File: src/rtl/hc_irq_pkg.sv
package hc_irq_pkg;
   localparam int REG_W = 32;
   typedef enum logic [2:0] {
      A_EVT_SET = 3'd0,
      A_EVT_CLR = 3'd1,
      A_MSK_SET = 3'd2,
      A_MSK_CLR = 3'd3,
      A_TXE_SET = 3'd4,
      A_TXE_CLR = 3'd5,
      A_TXM_SET = 3'd6,
      A_TXM_CLR = 3'd7
   } reg_addr_e;
endpackage

File: src/rtl/hc_setclr_reg.sv
module hc_setclr_reg #(
   parameter int             W    = 32,
   parameter logic [W-1:0]   LIVE = '1
) (
   input  logic         clk,
   input  logic         rst_n,
   input  logic [W-1:0] sw_set,
   input  logic [W-1:0] sw_clr,
   input  logic [W-1:0] hw_set,
   output logic [W-1:0] q
);
   always_ff @(posedge clk) begin
      if (!rst_n) q <= '0;
      else        q <= (((q | sw_set) & ~sw_clr) | hw_set) & LIVE;
   end

   p_hw_wins_r9: assert property (@(posedge clk) disable iff (!rst_n)
      (hw_set != '0) |=> ((q & $past(hw_set & LIVE)) == $past(hw_set & LIVE)));
   p_sw_clear_r2: assert property (@(posedge clk) disable iff (!rst_n)
      (sw_clr != '0) |=> ((q & $past(sw_clr & ~hw_set)) == '0));
   p_dead_bits_r6: assert property (@(posedge clk) disable iff (!rst_n)
      (q & ~LIVE) == '0);
endmodule

File: src/rtl/hc_tx_events.sv
module hc_tx_events #(
   parameter int W    = 32,
   parameter int N_TX = 4
) (
   input  logic              clk,
   input  logic              rst_n,
   input  logic [W-1:0]      sw_set,
   input  logic [W-1:0]      sw_clr,
   input  logic [N_TX-1:0]   tx_done,
   input  logic [2*N_TX-1:0] tx_ifield,
   output logic [W-1:0]      tx_evt,
   output logic              tx_any
);
   localparam logic [W-1:0] TX_LIVE = (W'(1) << N_TX) - W'(1);

   logic [W-1:0] hw_set;

   always_comb begin
      hw_set = '0;
      for (int i = 0; i < N_TX; i++)
         hw_set[i] = tx_done[i] && (tx_ifield[2*i +: 2] == 2'b11);
   end

   hc_setclr_reg #(.W(W), .LIVE(TX_LIVE)) u_txe (
      .clk(clk), .rst_n(rst_n), .sw_set(sw_set), .sw_clr(sw_clr),
      .hw_set(hw_set), .q(tx_evt));

   assign tx_any = |tx_evt;

   for (genvar g = 0; g < N_TX; g++) begin : g_ctx
      p_ctx_set_r5: assert property (@(posedge clk) disable iff (!rst_n)
         (tx_done[g] && tx_ifield[2*g +: 2] == 2'b11) |=> tx_evt[g]);
   end
endmodule

File: src/rtl/hc_irq_line.sv
module hc_irq_line #(
   parameter int N_EVT   = 30,
   parameter bit IRQ_REG = 1'b1
) (
   input  logic             clk,
   input  logic             rst_n,
   input  logic [N_EVT-1:0] pend_vec,
   input  logic             master,
   output logic             irq_n
);
   logic fire;
   assign fire = master && (|pend_vec);

   if (IRQ_REG) begin : g_reg
      logic irq_q;
      always_ff @(posedge clk) begin
         if (!rst_n) irq_q <= 1'b1;
         else        irq_q <= !fire;
      end
      assign irq_n = irq_q;

      p_gate_r3: assert property (@(posedge clk) disable iff (!rst_n)
         !master |=> irq_n);
      p_fire_r4: assert property (@(posedge clk) disable iff (!rst_n)
         (master && pend_vec != '0) |=> !irq_n);
   end else begin : g_comb
      assign irq_n = !fire;

      p_gate_r3: assert property (@(posedge clk) disable iff (!rst_n)
         !master |-> irq_n);
   end
endmodule

File: src/rtl/hc_irq_aggregator.sv
module hc_irq_aggregator
   import hc_irq_pkg::*;
#(
   parameter int N_EVT   = 30,
   parameter int N_TX    = 4,
   parameter int SUM_BIT = 6,
   parameter bit IRQ_REG = 1'b1
) (
   input  logic              clk,
   input  logic              rst_n,
   input  logic              wr_en,
   input  logic [2:0]        wr_addr,
   input  logic [31:0]       wr_data,
   input  logic [2:0]        rd_addr,
   output logic [31:0]       rd_data,
   input  logic [N_EVT-1:0]  hw_evt,
   input  logic [N_TX-1:0]   tx_done,
   input  logic [2*N_TX-1:0] tx_ifield,
   output logic              irq_n
);
   localparam int W = REG_W;
   localparam logic [W-1:0] ALL_EVT  = (W'(1) << N_EVT) - W'(1);
   localparam logic [W-1:0] SUM_M    = W'(1) << SUM_BIT;
   localparam logic [W-1:0] EVT_LIVE = ALL_EVT & ~SUM_M;
   localparam logic [W-1:0] MSK_LIVE = ALL_EVT | (W'(1) << (W-1));
   localparam logic [W-1:0] TX_LIVE  = (W'(1) << N_TX) - W'(1);

   if (N_EVT < 1 || N_EVT > W-2 || N_TX < 1 || N_TX > W || SUM_BIT >= N_EVT || SUM_BIT < 0)
   begin : g_bad_cfg
      $error("hc_irq_aggregator: illegal parameter combination");
   end

   function automatic logic [W-1:0] sel(input logic hit, input logic [W-1:0] d);
      return hit ? d : '0;
   endfunction

   logic [W-1:0] evt_q, msk_q, txe_q, txm_q, evt_view, hw_main;
   logic         tx_any;

   assign hw_main = W'(hw_evt) & EVT_LIVE;

   hc_setclr_reg #(.W(W), .LIVE(EVT_LIVE)) u_evt (
      .clk(clk), .rst_n(rst_n),
      .sw_set(sel(wr_en && wr_addr == A_EVT_SET, wr_data)),
      .sw_clr(sel(wr_en && wr_addr == A_EVT_CLR, wr_data)),
      .hw_set(hw_main), .q(evt_q));

   hc_setclr_reg #(.W(W), .LIVE(MSK_LIVE)) u_msk (
      .clk(clk), .rst_n(rst_n),
      .sw_set(sel(wr_en && wr_addr == A_MSK_SET, wr_data)),
      .sw_clr(sel(wr_en && wr_addr == A_MSK_CLR, wr_data)),
      .hw_set('0), .q(msk_q));

   hc_tx_events #(.W(W), .N_TX(N_TX)) u_txe (
      .clk(clk), .rst_n(rst_n),
      .sw_set(sel(wr_en && wr_addr == A_TXE_SET, wr_data)),
      .sw_clr(sel(wr_en && wr_addr == A_TXE_CLR, wr_data)),
      .tx_done(tx_done), .tx_ifield(tx_ifield),
      .tx_evt(txe_q), .tx_any(tx_any));

   hc_setclr_reg #(.W(W), .LIVE(TX_LIVE)) u_txm (
      .clk(clk), .rst_n(rst_n),
      .sw_set(sel(wr_en && wr_addr == A_TXM_SET, wr_data)),
      .sw_clr(sel(wr_en && wr_addr == A_TXM_CLR, wr_data)),
      .hw_set('0), .q(txm_q));

   assign evt_view = evt_q | (tx_any ? SUM_M : '0);

   always_comb begin
      unique case (reg_addr_e'(rd_addr))
         A_EVT_SET:            rd_data = evt_view;
         A_EVT_CLR:            rd_data = evt_view & msk_q;
         A_MSK_SET, A_MSK_CLR: rd_data = msk_q;
         A_TXE_SET:            rd_data = txe_q;
         A_TXE_CLR:            rd_data = txe_q & txm_q;
         default:              rd_data = txm_q;
      endcase
   end

   hc_irq_line #(.N_EVT(N_EVT), .IRQ_REG(IRQ_REG)) u_irq (
      .clk(clk), .rst_n(rst_n),
      .pend_vec(evt_view[N_EVT-1:0] & msk_q[N_EVT-1:0]),
      .master(msk_q[W-1]), .irq_n(irq_n));

   p_sum_sticky_r7: assert property (@(posedge clk) disable iff (!rst_n)
      (wr_en && wr_addr == A_EVT_CLR && wr_data[SUM_BIT] && txe_q != '0) |=> evt_view[SUM_BIT]);
   p_tx_hi_zero_r6: assert property (@(posedge clk) disable iff (!rst_n)
      (rd_addr >= 3'd4) |-> ((rd_data & ~TX_LIVE) == '0));
endmodule

File: config.mk
export PLATFORM = sky130hd
export DESIGN_NAME = hc_irq_aggregator
export DESIGN_NICKNAME = d
export VERILOG_FILES = /design/src/rtl/hc_irq_pkg.sv /design/src/rtl/hc_setclr_reg.sv /design/src/rtl/hc_tx_events.sv /design/src/rtl/hc_irq_line.sv /design/src/rtl/hc_irq_aggregator.sv
export SDC_FILE = /design/constraint.sdc
export NUM_CORES = 1
export LEC_CHECK = 0
export ABC_AREA = 1
export ABC_CLOCK_PERIOD_IN_PS = 1140
export BUFFER_PORTS_ARGS = -buffer_cell sky130_fd_sc_hd__buf_2
export CORE_ASPECT_RATIO = 2
export CORE_MARGIN = 3
export CORE_UTILIZATION = 52
export CTS_BUF_LIST = sky130_fd_sc_hd__clkbuf_8 sky130_fd_sc_hd__clkbuf_16
export DETAILED_ROUTE_END_ITERATION = 8
export GPL_TIMING_DRIVEN = 0
export PLACE_DENSITY_LB_ADDON = 0.15
export SLEW_MARGIN = 20
export SYNTH_ARGS = -nofsm -noshare
export SYNTH_HDL_FRONTEND = slang
export SYNTH_SLANG_ARGS = --single-unit
File: constraint.sdc
create_clock -name clk -period 1.14 [get_ports clk]
set_input_delay 0.114 -clock clk [delete_from_list [all_inputs] [get_ports clk]]
set_output_delay 0.114 -clock clk [all_outputs]
set_load 0.005 [all_outputs]
Yosys cells after proc, flatten, opt, wreduce, memory -nomap -nowiden

Index checks and enable logic that the tools add are counted.

Bitwise operators: 18
Muxes and demuxes: 10
Equality and inequality tests: 16
Reduce and logical (&&, ||, !) cells: 19

Operators with widths:

| kind                                                                   | count |
|---|---|
| 32-bit one-hot mux with 5 select lines                                 | 1 |
| 32-bit AND                                                             | 2 |
| 32-bit 2-to-1 mux                                                      | 2 |
| 30-bit AND                                                             | 2 |
| 30-bit 2-to-1 mux                                                      | 2 |
| 30-bit bitwise OR                                                      | 2 |
| 32-bit NOT                                                             | 1 |
| 32-bit bitwise OR                                                      | 1 |
| 32-bit OR reduction                                                    | 1 |
| 30-bit NOT                                                             | 1 |
| 30-bit by 7-bit bitwise OR with 30-bit output                          | 1 |
| 30-bit OR reduction                                                    | 1 |
| 3-bit equality test (second input constant)                            | 6 |
| 4-bit 2-to-1 mux                                                       | 4 |
| 1-bit logical AND                                                      | 13 |
| 4-bit AND                                                              | 3 |
| 3-bit by 2-bit equality test with 1-bit output (second input constant) | 4 |
| 4-bit bitwise OR                                                       | 3 |
| 2-bit equality test (second input constant)                            | 4 |
| 4-bit NOT                                                              | 2 |
| 7-bit 2-to-1 mux                                                       | 1 |
| 3-bit by 1-bit equality test with 1-bit output (second input constant) | 2 |
| 3-bit logical NOT                                                      | 2 |
| 2-bit OR reduction                                                     | 1 |
| 1-bit logical NOT                                                      | 1 |

Input port bits: 83
Output and inout bits: 33
Word-level logic and storage cells: 69
Bits in registers: 70

Logic depth before layout (Yosys ltp)

Depth in word-level cells: 7
Mapped depth: 8
Mapped depth without buffers: 7

Hierarchy

Synthesis repeated with hierarchy kept, for this count alone.

Cells, all modules: 1251
Area, all modules: 6643.9 um^2

By module, submodules not included:

| module                          | area an instance (um^2) | cells each | instances |
|---|---|---|---|
| hc_irq_aggregator               | 3051.7                  | 755        | 1 |
| hc_setclr_reg (u_msk)           | 1325.0                  | 161        | 1 |
| hc_setclr_reg (u_evt)           | 1183.6                  | 153        | 1 |
| hc_setclr_reg (u_txe.u_txe ...) | 367.9                   | 50         | 2 |
| hc_tx_events                    | 207.7                   | 50         | 1 |
| hc_irq_line                     | 140.1                   | 32         | 1 |

Least setup slack after synthesis

No wires, ideal clock.

Kind: input port to flip-flop
Start point: input port wr_en
End point: register u_evt.q[19]
Buffers on the path: 2
Slack: 0.194 ns
Stages on the path: 7
Arrival: 0.813 ns
Cell sequence: inv_1 -> nor3_2 -> buf_4 -> buf_4 -> nand2_1 -> nand2_1 -> a21oi_1

Cells in the longest elaborated chain, start to end: 5
Elaborated cells between the ends (all ways): 8

Ends and longest elaborated chain:

| element                                                | line                                             | text |
|---|---|---|
| start, declared                                        | hc_irq_aggregator.sv:11                          | `input logic wr_en,` |
| 1-bit logical AND (on tied branches)                   | hc_irq_aggregator.sv:44, hc_irq_aggregator.sv:45 |  |
| 30-bit 2-to-1 mux                                      | hc_irq_aggregator.sv:34                          | `return hit ? d : '0;` |
| 30-bit bitwise OR / 30-bit NOT (equally long branches) | hc_setclr_reg.sv:14                              | `else q <= (((q \| sw_set) & ~sw_clr) \| hw_set) & LIVE;` |
| 30-bit AND *                                           | hc_setclr_reg.sv:14                              |  |
| 30-bit bitwise OR *                                    | hc_setclr_reg.sv:14                              |  |
| end signal, assigned                                   | hc_setclr_reg.sv:14                              |  |
| end, declared                                          | hc_setclr_reg.sv:10                              | `output logic [W-1:0] q` |

Every way passes the cells marked *; elsewhere a longest branch is shown, timed or not.
A chain may end at the register's enable or synchronous reset.

Worst setup path after layout

Start point: register u_txe.u_txe.q[1]
End point: output port rd_data[6]

Cells in the longest elaborated chain, start to end: 5

Ends and longest elaborated chain:

| element                                         | line                    | text |
|---|---|---|
| start, declared                                 | hc_setclr_reg.sv:10     |  |
| start signal, assigned                          | hc_setclr_reg.sv:14     |  |
| 32-bit OR reduction *                           | hc_tx_events.sv:28      | `assign tx_any = \|tx_evt;` |
| 7-bit 2-to-1 mux *                              | hc_irq_aggregator.sv:67 | `assign evt_view = evt_q \| (tx_any ? SUM_M : '0);` |
| 30-bit by 7-bit bitwise OR with 30-bit output * | hc_irq_aggregator.sv:67 |  |
| 32-bit AND                                      | hc_irq_aggregator.sv:72 | `A_EVT_CLR: rd_data = evt_view & msk_q;` |
| 32-bit one-hot mux with 5 select lines *        | hc_irq_aggregator.sv:70 | `unique case (reg_addr_e'(rd_addr))` |
| end, declared                                   | hc_irq_aggregator.sv:15 | `output logic [31:0] rd_data,` |

Marks and branches as above.

==> flow_summary_export.csv <==
group,metric,value,unit
outcome,status,"complete, but fails checks",
outcome,violations,"setup timing",
final_layout,drive_gt1_share,36.4,%
global_routing,grt_use_met3,6.90,%
synth,synth_compound_area_share,27.1,%
timing,worst_pin_slew,0.660,ns
floorplan,initial_core_util,53.9,%
power_and_ir_drop,power.switching,1.72,mW
place,place_inst,830,
run,cap_violations,0,
final_layout,fin_nets,859,
power_and_ir_drop,internal-power,4.55,mW
global_routing,grt.overflow.total,0,
timing,fin_crit_sh,115,%
global_routing,grt_pass1_wl,20600,um
setup_path,reg2reg_to,"u_irq.irq_n",
place,hpwl,9350,um
detailed_routing,drt_pass1_iterations,6,
timing,fin_hold_ws,0.00295,ns
detailed_routing,via_per_inst,5.39,
synth,seq_area_frac_synth,35.3,%
detailed_routing,vias,4705,
floorplan,ioPinCount,116,
power_and_ir_drop,combPwrFrac,16.6,%
min_path,hp-start,"hw_evt[19]",
global_routing,grt_util_met2,58.5,%
timing,grt_setup_unrepaired,"true",
global_routing,antenna_found_initial,0,
place,io_buffers,112,
synth,synth_cells,626,
power_and_ir_drop,leakage,2.68,nW
setup_path,rrSetupSlack,0.06,ns
timing,setup_violations,22,
floorplan,die_y,129,um
synth,postSynthNetCount,709,
clock_tree,cts_root_buf,"clkbuf_16",
global_routing,grt_max_degree,11,
global_routing,busiest_layer,"met2",
place,pre_cts_slack,-0.261,ns
timing,timing_hold_violations_final,0,
synth,synth_area,3920,um^2
min_path,hold_end,"u_evt.q[19]",
timing,fin_ws,-0.168,ns
synth,ys_ff_latch,69,
synth,synth_top_family_by_area,"compound AO/OA/AOI/OAI gates",
min_path,hp-class,"primary input to register",
synth,post_synth_xor_area_fraction,0,%
place,place.gp.congestion,0.907,
power_and_ir_drop,power_density,1150,nW/um^2
timing,slew_violations,0,
floorplan,core_area,7270,um^2
clock_tree,clk_path_buf_depth,2,
power_and_ir_drop,seqPwrFrac,42.2,%
synth,ys_warn_count,0,
clock_tree,cts_buffers,9,
power_and_ir_drop,ir_worst_vdd,925,uV
timing,fmax,765,MHz
setup_path,worstPathMaxFanout,2,
final_layout,mostFrequentLayoutCells,"nand2_1 (132), buf_2 (115), inv_1 (110)",
global_routing,grt_pass1_vias,4498,
clock_tree,clkLatencyLatePin,0.34,ns
detailed_routing,first_iter_violations,340,
final_layout,nFillCells,614,
clock_tree,cts_sinks,69,
timing,period_minus_slack,1.31,ns
power_and_ir_drop,switching_share,27.5,%
min_path,holdPathStages,3,
synth,synth_area_per_cell,6.26,um^2
global_routing,grt_usage,31.8,%
floorplan,die_area,8670,um^2
clock_tree,cts_max_level,3,
detailed_routing,wire_per_inst,15.5,um
final_layout,area_delta_synth_final,38.9,%
setup_path,rr_startpoint,"u_msk.q[2]",
power_and_ir_drop,total_power,6.27,mW
setup_path,endpoint_kind,"output pin",
clock_tree,clkSlewWorstSetupHoldPaths,0.06,ns
timing,slew_headroom,56.0,%
final_layout,fin_area,5440,um^2
final_layout,antenna-diode-count,0,
detailed_routing,route.detailed.drc,0,
setup_path,r2r_cells,8,
floorplan,num_rows,44,
setup_path,cp-start-kind,"register",
final_layout,mostFrequentLayoutCell,"nand2_1",
timing,finClkSkew,0.00529,ns
synth,synthMuxAreaShare,0,%
detailed_routing,ant_nets,0,
timing,tns,-0.970,ns
synth,synthAdderAreaFrac,0,%
final_layout,post-route-util,74.9,%
detailed_routing,wirelength,13600,um
synth,synthSimpleGateAreaFrac,21.7,%
clock_tree,cts_tree,"yes",
synth,ys_types,24,
place,placed_area,4590,um^2
setup_path,required,1.03,ns
global_routing,use_met1,30.9,%
setup_path,cp_data_arrival_time,1.19,ns
final_layout,stdcell_count,873,
floorplan,die_w,67.4,um
setup_path,path_class,"register to output pin",
power_and_ir_drop,pwr-share-clk,41.2,%
worst max-delay path: stages (launching register included):
cell and delay, ns:
dfxtp_2 0.35, nor2_4 0.05, nand2_2 0.10, nand2_2 0.07, o221ai_2 0.13, buf_2 0.16
power groups by stage:
stage	clock network (mW)	logic [mW]	registers (mW)
4_1_cts	2.58	0.997	2.64
3_3_place_gp	0	0.806	2.65
6_report	2.58	1.04	2.65
5_1_grt	2.69	1.15	2.66
2_1_floorplan	0	0.496	2.64
3_5_place_dp	0	0.833	2.66
worst max path at each step:
stage | start | endpoint | slack, ns | cells past startpoint
final | u_txe.u_txe.q[1] | rd_data[6] | -0.17 | 5
after global routing | u_txe.u_txe.q[1] | rd_data[6] | -0.21 | 5
after CTS | u_txe.u_txe.q[3] | rd_data[6] | -0.16 | 5
after detailed placement | wr_en | u_msk.q[17] | -0.26 | 8
after global placement | rd_addr[1] | rd_data[15] | -0.27 | 6
after floorplan | wr_en | u_evt.q[19] | 0.19 | 7
cell families after synthesis:
family,Yosys count
AOI/OAI and AO/OA,190
buffers and inverters,154
DFF,69
other,1
and+or+nand+nor,212
metal layers:
layer	share of wire [%]	wire, um	vias up
met5	0	0	-
met4	5.5	745	0
met3	6.0	812	56
met2	54	7300	212
met1	35	4700	2148
li1	-	-	2289
flip-flops by register name, summed over array words and instances, names as in the netlist:
register,count
u_msk.q,31
u_txm.q,4
u_txe.u_txe.q,4
u_irq.irq_n,1
u_evt.q,29
cell usage after synthesis (all sizes together):
| cell type | n | share of area (%) |
|---|---|---|
| inv | 128 | 12 |
| o221ai | 2 | 0.45 |
| o21a | 4 | 0.77 |
| conb | 1 | 0.096 |
| nor2 | 55 | 5.5 |
| nand3 | 5 | 0.64 |
| a21oi | 57 | 7.3 |
| nor3 | 2 | 0.67 |
| o21bai | 9 | 2.2 |
| dfxtp | 69 | 35 |
| nand4 | 7 | 1.1 |
| o22ai | 28 | 4.5 |
| nand2 | 143 | 14 |
| buf | 16 | 2.6 |
| clkbuf | 10 | 0.96 |
| o21ai | 90 | 12 |
layout make-up:
class | instances | area [um^2] | area share [%]
buffer | 26 | 184 | 3.38
clock buffer | 11 | 253 | 4.65
clock inverter | 5 | 20.0 | 0.368
inverter | 128 | 485 | 8.92
multi-input combinational | 403 | 2120 | 39.0
sequential | 69 | 1440 | 26.4
tap | 92 | 115 | 2.12
timing repair buffer | 139 | 825 | 15.2
timing repair:
| item | 4_1_cts | 5_1_grt |
|---|---|---|
| setup endpoints to repair | 30 | 38 |
| endpoints found under the hold margin | 4 | 0 |
| hold buffers | 4 | 0 |
| buffers inserted | 21 | 0 |
| resized for setup | 123 | 20 |
| cloned | 2 | 0 |
| pin swaps | 39 | 16 |
(Power assumes the default switching activity.)
